**config.mk**
```make
export PLATFORM = sky130hd
export DESIGN_NAME = burst_addr_seq
export DESIGN_NICKNAME = d
export VERILOG_FILES = /design/src/rtl/burst_seq_pkg.sv /design/src/rtl/bseq_start_gate.sv /design/src/rtl/bseq_addr_reg.sv /design/src/rtl/bseq_counter.sv /design/src/rtl/bseq_order_map.sv /design/src/rtl/burst_addr_seq.sv
export SDC_FILE = /design/constraint.sdc
export NUM_CORES = 1
export LEC_CHECK = 0
export ABC_AREA = 1
export ABC_CLOCK_PERIOD_IN_PS = 900
export CAP_MARGIN = 0
export CORE_MARGIN = 2
export CORE_UTILIZATION = 35
export DETAILED_ROUTE_END_ITERATION = 6
export MAX_ROUTING_LAYER = met4
export PLACE_DENSITY = 0.73
export SYNTH_ARGS = -nofsm -noshare
export SYNTH_HDL_FRONTEND = slang
export SYNTH_SLANG_ARGS = --single-unit
```
**constraint.sdc**
```tcl
create_clock -name clk -period 0.9 [get_ports clk]
set_input_delay 0.135 -clock clk [delete_from_list [all_inputs] [get_ports clk]]
set_output_delay 0.135 -clock clk [all_outputs]
set_load 0.02 [all_outputs]
```
**src/rtl/burst_seq_pkg.sv**
```systemverilog
package burst_seq_pkg;

   localparam int BEAT_W = 2;
   localparam int BEATS  = 1 << BEAT_W;

   typedef logic [BEAT_W-1:0] beat_t;

   typedef enum logic {
      ORD_INTERLEAVE = 1'b0,
      ORD_LINEAR     = 1'b1
   } order_e;

   // build-time choice of which orders are available
   localparam int ORDER_PIN   = 0;
   localparam int ORDER_ILV   = 1;
   localparam int ORDER_LIN   = 2;

endpackage

```
**src/rtl/bseq_start_gate.sv**
```systemverilog
module bseq_start_gate (
   input  logic pstart_n,
   input  logic cstart_n,
   input  logic sel1_n,
   output logic load,
   output logic from_proc
);
   logic proc_ok;
   logic ctrl_ok;

   always_comb begin
      proc_ok   = ~pstart_n & ~sel1_n;
      ctrl_ok   = ~cstart_n;
      // processor path wins when it is not blocked
      from_proc = proc_ok;
      load      = proc_ok | ctrl_ok;
   end
endmodule

```
**src/rtl/bseq_addr_reg.sv**
```systemverilog
module bseq_addr_reg
   import burst_seq_pkg::*;
#(
   parameter int AW = 17
) (
   input  logic          clk,
   input  logic          rst_n,
   input  logic          load,
   input  logic [AW-1:0] addr_in,
   input  logic          order_lin,
   output logic [AW-1:BEAT_W] upper_q,
   output beat_t         start_q,
   output order_e        mode_q
);
   always_ff @(posedge clk or negedge rst_n) begin
      if (!rst_n) begin
         upper_q <= '0;
         start_q <= '0;
         mode_q  <= ORD_INTERLEAVE;
      end else if (load) begin
         upper_q <= addr_in[AW-1:BEAT_W];
         start_q <= addr_in[BEAT_W-1:0];
         mode_q  <= order_lin ? ORD_LINEAR : ORD_INTERLEAVE;
      end
   end
endmodule

```
**src/rtl/bseq_counter.sv**
```systemverilog
module bseq_counter
   import burst_seq_pkg::*;
(
   input  logic  clk,
   input  logic  rst_n,
   input  logic  load,
   input  logic  adv_n,
   output beat_t cnt_q
);
   logic  step;
   beat_t cnt_d;

   always_comb begin
      step  = ~adv_n & ~load;
      cnt_d = cnt_q;
      if (load)      cnt_d = '0;
      else if (step) cnt_d = cnt_q + beat_t'(1);
   end

   always_ff @(posedge clk or negedge rst_n) begin
      if (!rst_n) cnt_q <= '0;
      else        cnt_q <= cnt_d;
   end
endmodule

```
**src/rtl/bseq_order_map.sv**
```systemverilog
module bseq_order_map
   import burst_seq_pkg::*;
#(
   parameter int ORDER_MODE = ORDER_PIN
) (
   input  beat_t  start_q,
   input  beat_t  cnt_q,
   input  order_e mode_q,
   output beat_t  low
);
   beat_t ilv;
   beat_t lin;

   always_comb begin
      ilv = start_q ^ cnt_q;
      lin = start_q + cnt_q;
   end

   generate
      if (ORDER_MODE == ORDER_ILV) begin : g_ilv
         assign low = ilv;
      end else if (ORDER_MODE == ORDER_LIN) begin : g_lin
         assign low = lin;
      end else begin : g_pin
         assign low = (mode_q == ORD_LINEAR) ? lin : ilv;
      end
   endgenerate
endmodule

```
**src/rtl/burst_addr_seq.sv**
```systemverilog
module burst_addr_seq
   import burst_seq_pkg::*;
#(
   parameter int AW         = 17,
   parameter int ORDER_MODE = ORDER_PIN
) (
   input  logic          clk,
   input  logic          rst_n,
   input  logic          pstart_n,
   input  logic          cstart_n,
   input  logic          adv_n,
   input  logic          order_lin,
   input  logic          sel1_n,
   input  logic [AW-1:0] addr_in,
   output logic [AW-1:0] word_addr
);
   localparam int UPPER_W = AW - BEAT_W;

   initial begin
      if (AW <= BEAT_W)
         $error("AW must exceed the beat counter width");
      if (ORDER_MODE < ORDER_PIN || ORDER_MODE > ORDER_LIN)
         $error("ORDER_MODE out of range");
   end

   logic                 load;
   logic                 from_proc;
   logic [AW-1:BEAT_W]   upper_q;
   beat_t                start_q;
   order_e               mode_q;
   beat_t                cnt_q;
   beat_t                low;

   bseq_start_gate u_gate (
      .pstart_n  (pstart_n),
      .cstart_n  (cstart_n),
      .sel1_n    (sel1_n),
      .load      (load),
      .from_proc (from_proc)
   );

   bseq_addr_reg #(.AW(AW)) u_areg (
      .clk       (clk),
      .rst_n     (rst_n),
      .load      (load),
      .addr_in   (addr_in),
      .order_lin (order_lin),
      .upper_q   (upper_q),
      .start_q   (start_q),
      .mode_q    (mode_q)
   );

   bseq_counter u_cnt (
      .clk   (clk),
      .rst_n (rst_n),
      .load  (load),
      .adv_n (adv_n),
      .cnt_q (cnt_q)
   );

   bseq_order_map #(.ORDER_MODE(ORDER_MODE)) u_map (
      .start_q (start_q),
      .cnt_q   (cnt_q),
      .mode_q  (mode_q),
      .low     (low)
   );

   logic unused_src;
   assign unused_src = from_proc & (UPPER_W > 0);

   assign word_addr = {upper_q, low};
endmodule

```
==> results of run 1 <==
cell usage in the layout (no fill, tap or decap):
cell	instances
nand2_1	61
clkdlybuf4s50_1	21
dfrtp_1	20
buf_6	18
buf_4	11
inv_2	5
nor2_1	5
clkbuf_4	3
inv_1	2
nand2_4	2
nand3_2	2
dlygate4sd2_1	2
buf_12	2
nor2_4	1
o21ai_4	1
nor3_1	1
ha_4	1
bufinv_16	1
o21ai_2	1
worst register-to-register path, delay by kind of cell, from the launching register on:
family / cells / cell delay, ps
DFF: 1 / 440
buffers and inverters: 2 / 270
and+or+nand+nor: 2 / 100
kinds of logic (layout without fill, tap and decap cells):
| logic type | after synthesis | count (layout) |
|---|---|---|
| flip-flops | 20 | 20 |
| AND/OR/NAND/NOR | 72 | 72 |
| AO/OA/AOI/OAI | 1 | 2 |
| adder cells (fa/ha/maj) | 1 | 1 |
| buffers and inverters | 9 | 65 |
area by class of cell:
class | count | area [um2]
Multi-Input combinational cell | 75 | 357
Fill cell | 206 | 731
Clock inverter | 1 | 30.0
Inverter | 7 | 26.3
Sequential cell | 20 | 500
Tap cell | 28 | 35.0
Clock buffer | 3 | 22.5
Timing Repair Buffer | 54 | 553
sequential cells by signal (all words and copies together) (netlist names):
name / cells
u_areg.upper_q: 15
u_areg.mode_q: 1
u_cnt.cnt_q: 2
u_areg.start_q: 2
what timing repair did:
action	in CTS	in global routing
endpoints found under the setup margin	37	21
cloned	0	1
pin swaps	4	5
setup buffers	4	7
gates resized for setup	107	8
synth_stat cells, drive strengths merged:
| cell | number |
|---|---|
| nand3 | 2 |
| nand2 | 63 |
| ha | 1 |
| inv | 7 |
| nor2 | 6 |
| dfrtp | 20 |
| nor3 | 1 |
| o21ai | 1 |
| buf | 2 |
metal layers:
layer  vias to the layer above  wire [um]  GRT usage, %  share of wire (%)
li1                        429          -             -                  -
met1                       400        932          17.6                 40
met2                        15       1330          34.2                 57
met3                         4         51         0.847                2.2
met4                         0         38          8.97                1.6
met5                         -          0             -                  0
how the worst max path moves through the flow:
| stage | depth (start not counted) | end | slack, ps | from |
|---|---|---|---|---|
| floorplan | 6 | word_addr[1] | -90 | u_cnt.cnt_q[0] |
| global placement | 7 | word_addr[1] | -620 | u_areg.start_q[0] |
| detailed placement | 7 | word_addr[1] | -670 | u_areg.start_q[0] |
| CTS | 6 | word_addr[1] | -500 | u_cnt.cnt_q[0] |
| global route | 7 | word_addr[1] | -560 | u_areg.start_q[0] |
| finish | 7 | word_addr[1] | -520 | u_areg.start_q[0] |
report_power, final:
group	internal, W	switching, W
Combinational	0.000372	0.000310
Sequential	0.000981	0.0000707
Clock	0.000450	0.000289
Total	0.00180	0.000669
metrics by stage:
| stage | area (um2) | cells | setup WS, ps |
|---|---|---|---|
| floorplan | 858 | 103 | -89.5 |
| global route | 1520 | 188 | -564 |
| finish | 1520 | 188 | -517 |
| CTS | 1440 | 181 | -497 |
| global placement | 1320 | 173 | -615 |
| detailed placement | 1320 | 173 | -675 |
==> flow_summary.toml, run 1 <==
[outcome]
status = "finished, violations left"
violations = "setup timing"

[power]
vdd_drop_max_uv = 947
p_leak_nw = 0.807
powerDensity_nw_per_um2 = 1620
p_total_w = 0.00247

[placement]
io_buffers = 40
gp_congestion = 0.708
hpwl_um = 1600

[drt]
route.detailed.drc = 0
drtPass1Iterations = 4
via_per_inst = 4.51
wl_per_cell_um = 12.5
drtIter0Drc = 9
wirelength_um = 2360
num_vias = 848
antenna_left = 0

[critical_path]
worstReg2RegStart = "u_areg.start_q[0]"
cpPeakStageDelay_ps = 440
crit_top_cell = "inv_2"
crit_buf_inv = 3
start_kind = "flip-flop"
cp.arrival_ps = 1280
end_kind = "output port"
required_ps = 760
path_cells = "ha_4 -> nand2_4 -> inv_2 -> nand3_2 -> nand2_1 -> inv_2 -> buf_6"
path_max_fanout = 2
rr_endpoint = "u_areg.start_q[0]"
cpLargestDelayFamily = "flip-flops"
slowest_stage = "dfrtp_1"
rr_worst_depth = 4
worstSetupPathType = "reg -> out"
rrSetupSlack_ps = -10

[sta]
finalCritPeriodShare_pct = 157
grt_setup_unrepaired = "yes"
fmaxAchievable_ghz = 0.706
holdWs_ps = 158
tns_ps = -2230
hold_viol = 0
period_needed_ps = 1420
maxSlewHeadroom_pct = 69.7
skew_ps = 2.71
drv_slew = 0
tightest_slew_ps = 454
setup_viol = 18
setup_ws_ps = -517

[synthesis]
yosysTopAreaCellShare_pct = 58.5
yosys.area_share.adder_pct = 1.46
synth_top_family_by_area = "simple AND/OR/NAND/NOR gates"
synth_xor_area_share_pct = 0
netlist_instances = 103
avgSynthCellArea_um2 = 8.31
yosys.area.top_type = "dfrtp_1"
muxShareOfSynthArea_pct = 0
ys_types = 12
ys_top_cells_by_area = "dfrtp_1 58%, nand2_1 28%, inv_1 2.6%, nor2_1 2.2%, o21ai_4 1.9%"
ys.warnings.count = 0
synth_fp_nets = 128
yosysSeqAreaShare_pct = 58.5
synth-compound-area-share_pct = 1.90
synthSimpleGateAreaFrac_pct = 32.9
ys_ff_latch = 20
synth_area_um2 = 856

[clocking]
cts-hold-fix-buffers = 0
cts_buffers = 3
cts_tree = "yes"
clkTransAtPathRegs_ps = 120
ctsRootBufferMaster = "clkbuf_4"
clock_latency_ps = 300
htreeDepth = 1
clk_path_buf_depth = 2
cts_sinks = 20

[floorplanning]
coreArea_um2 = 2250
rows = 17
dieArea_um2 = 2860
die_x_um = 53.5
io-pin-count = 41
start_util_pct = 38.0
die-height_um = 53.5

[finish]
final_core_util_pct = 67.6
fin_nets = 186
layout-drive-gt1-share_pct = 30.0
layout-area-overhead-vs-synth_pct = 78.1
antenna_cells = 0

[grt]
antenna_found_initial = 0
grt_max_degree = 21
grt_pass1_vias = 847
grt_usage_pct = 17.6
grt_overflow = 0
grt_pass1_wl_um = 3530

[worst_hold_path]
hp-class = "in -> async"

[run]
maxCapViolations = 0
(Power assumes the default switching activity.)
==> run 2, diff against run 1 <==
- SLEW_MARGIN: unset -> 25
==> results of run 2 <==
No change in the layout: final DEF, timing and power equal those of run 1.
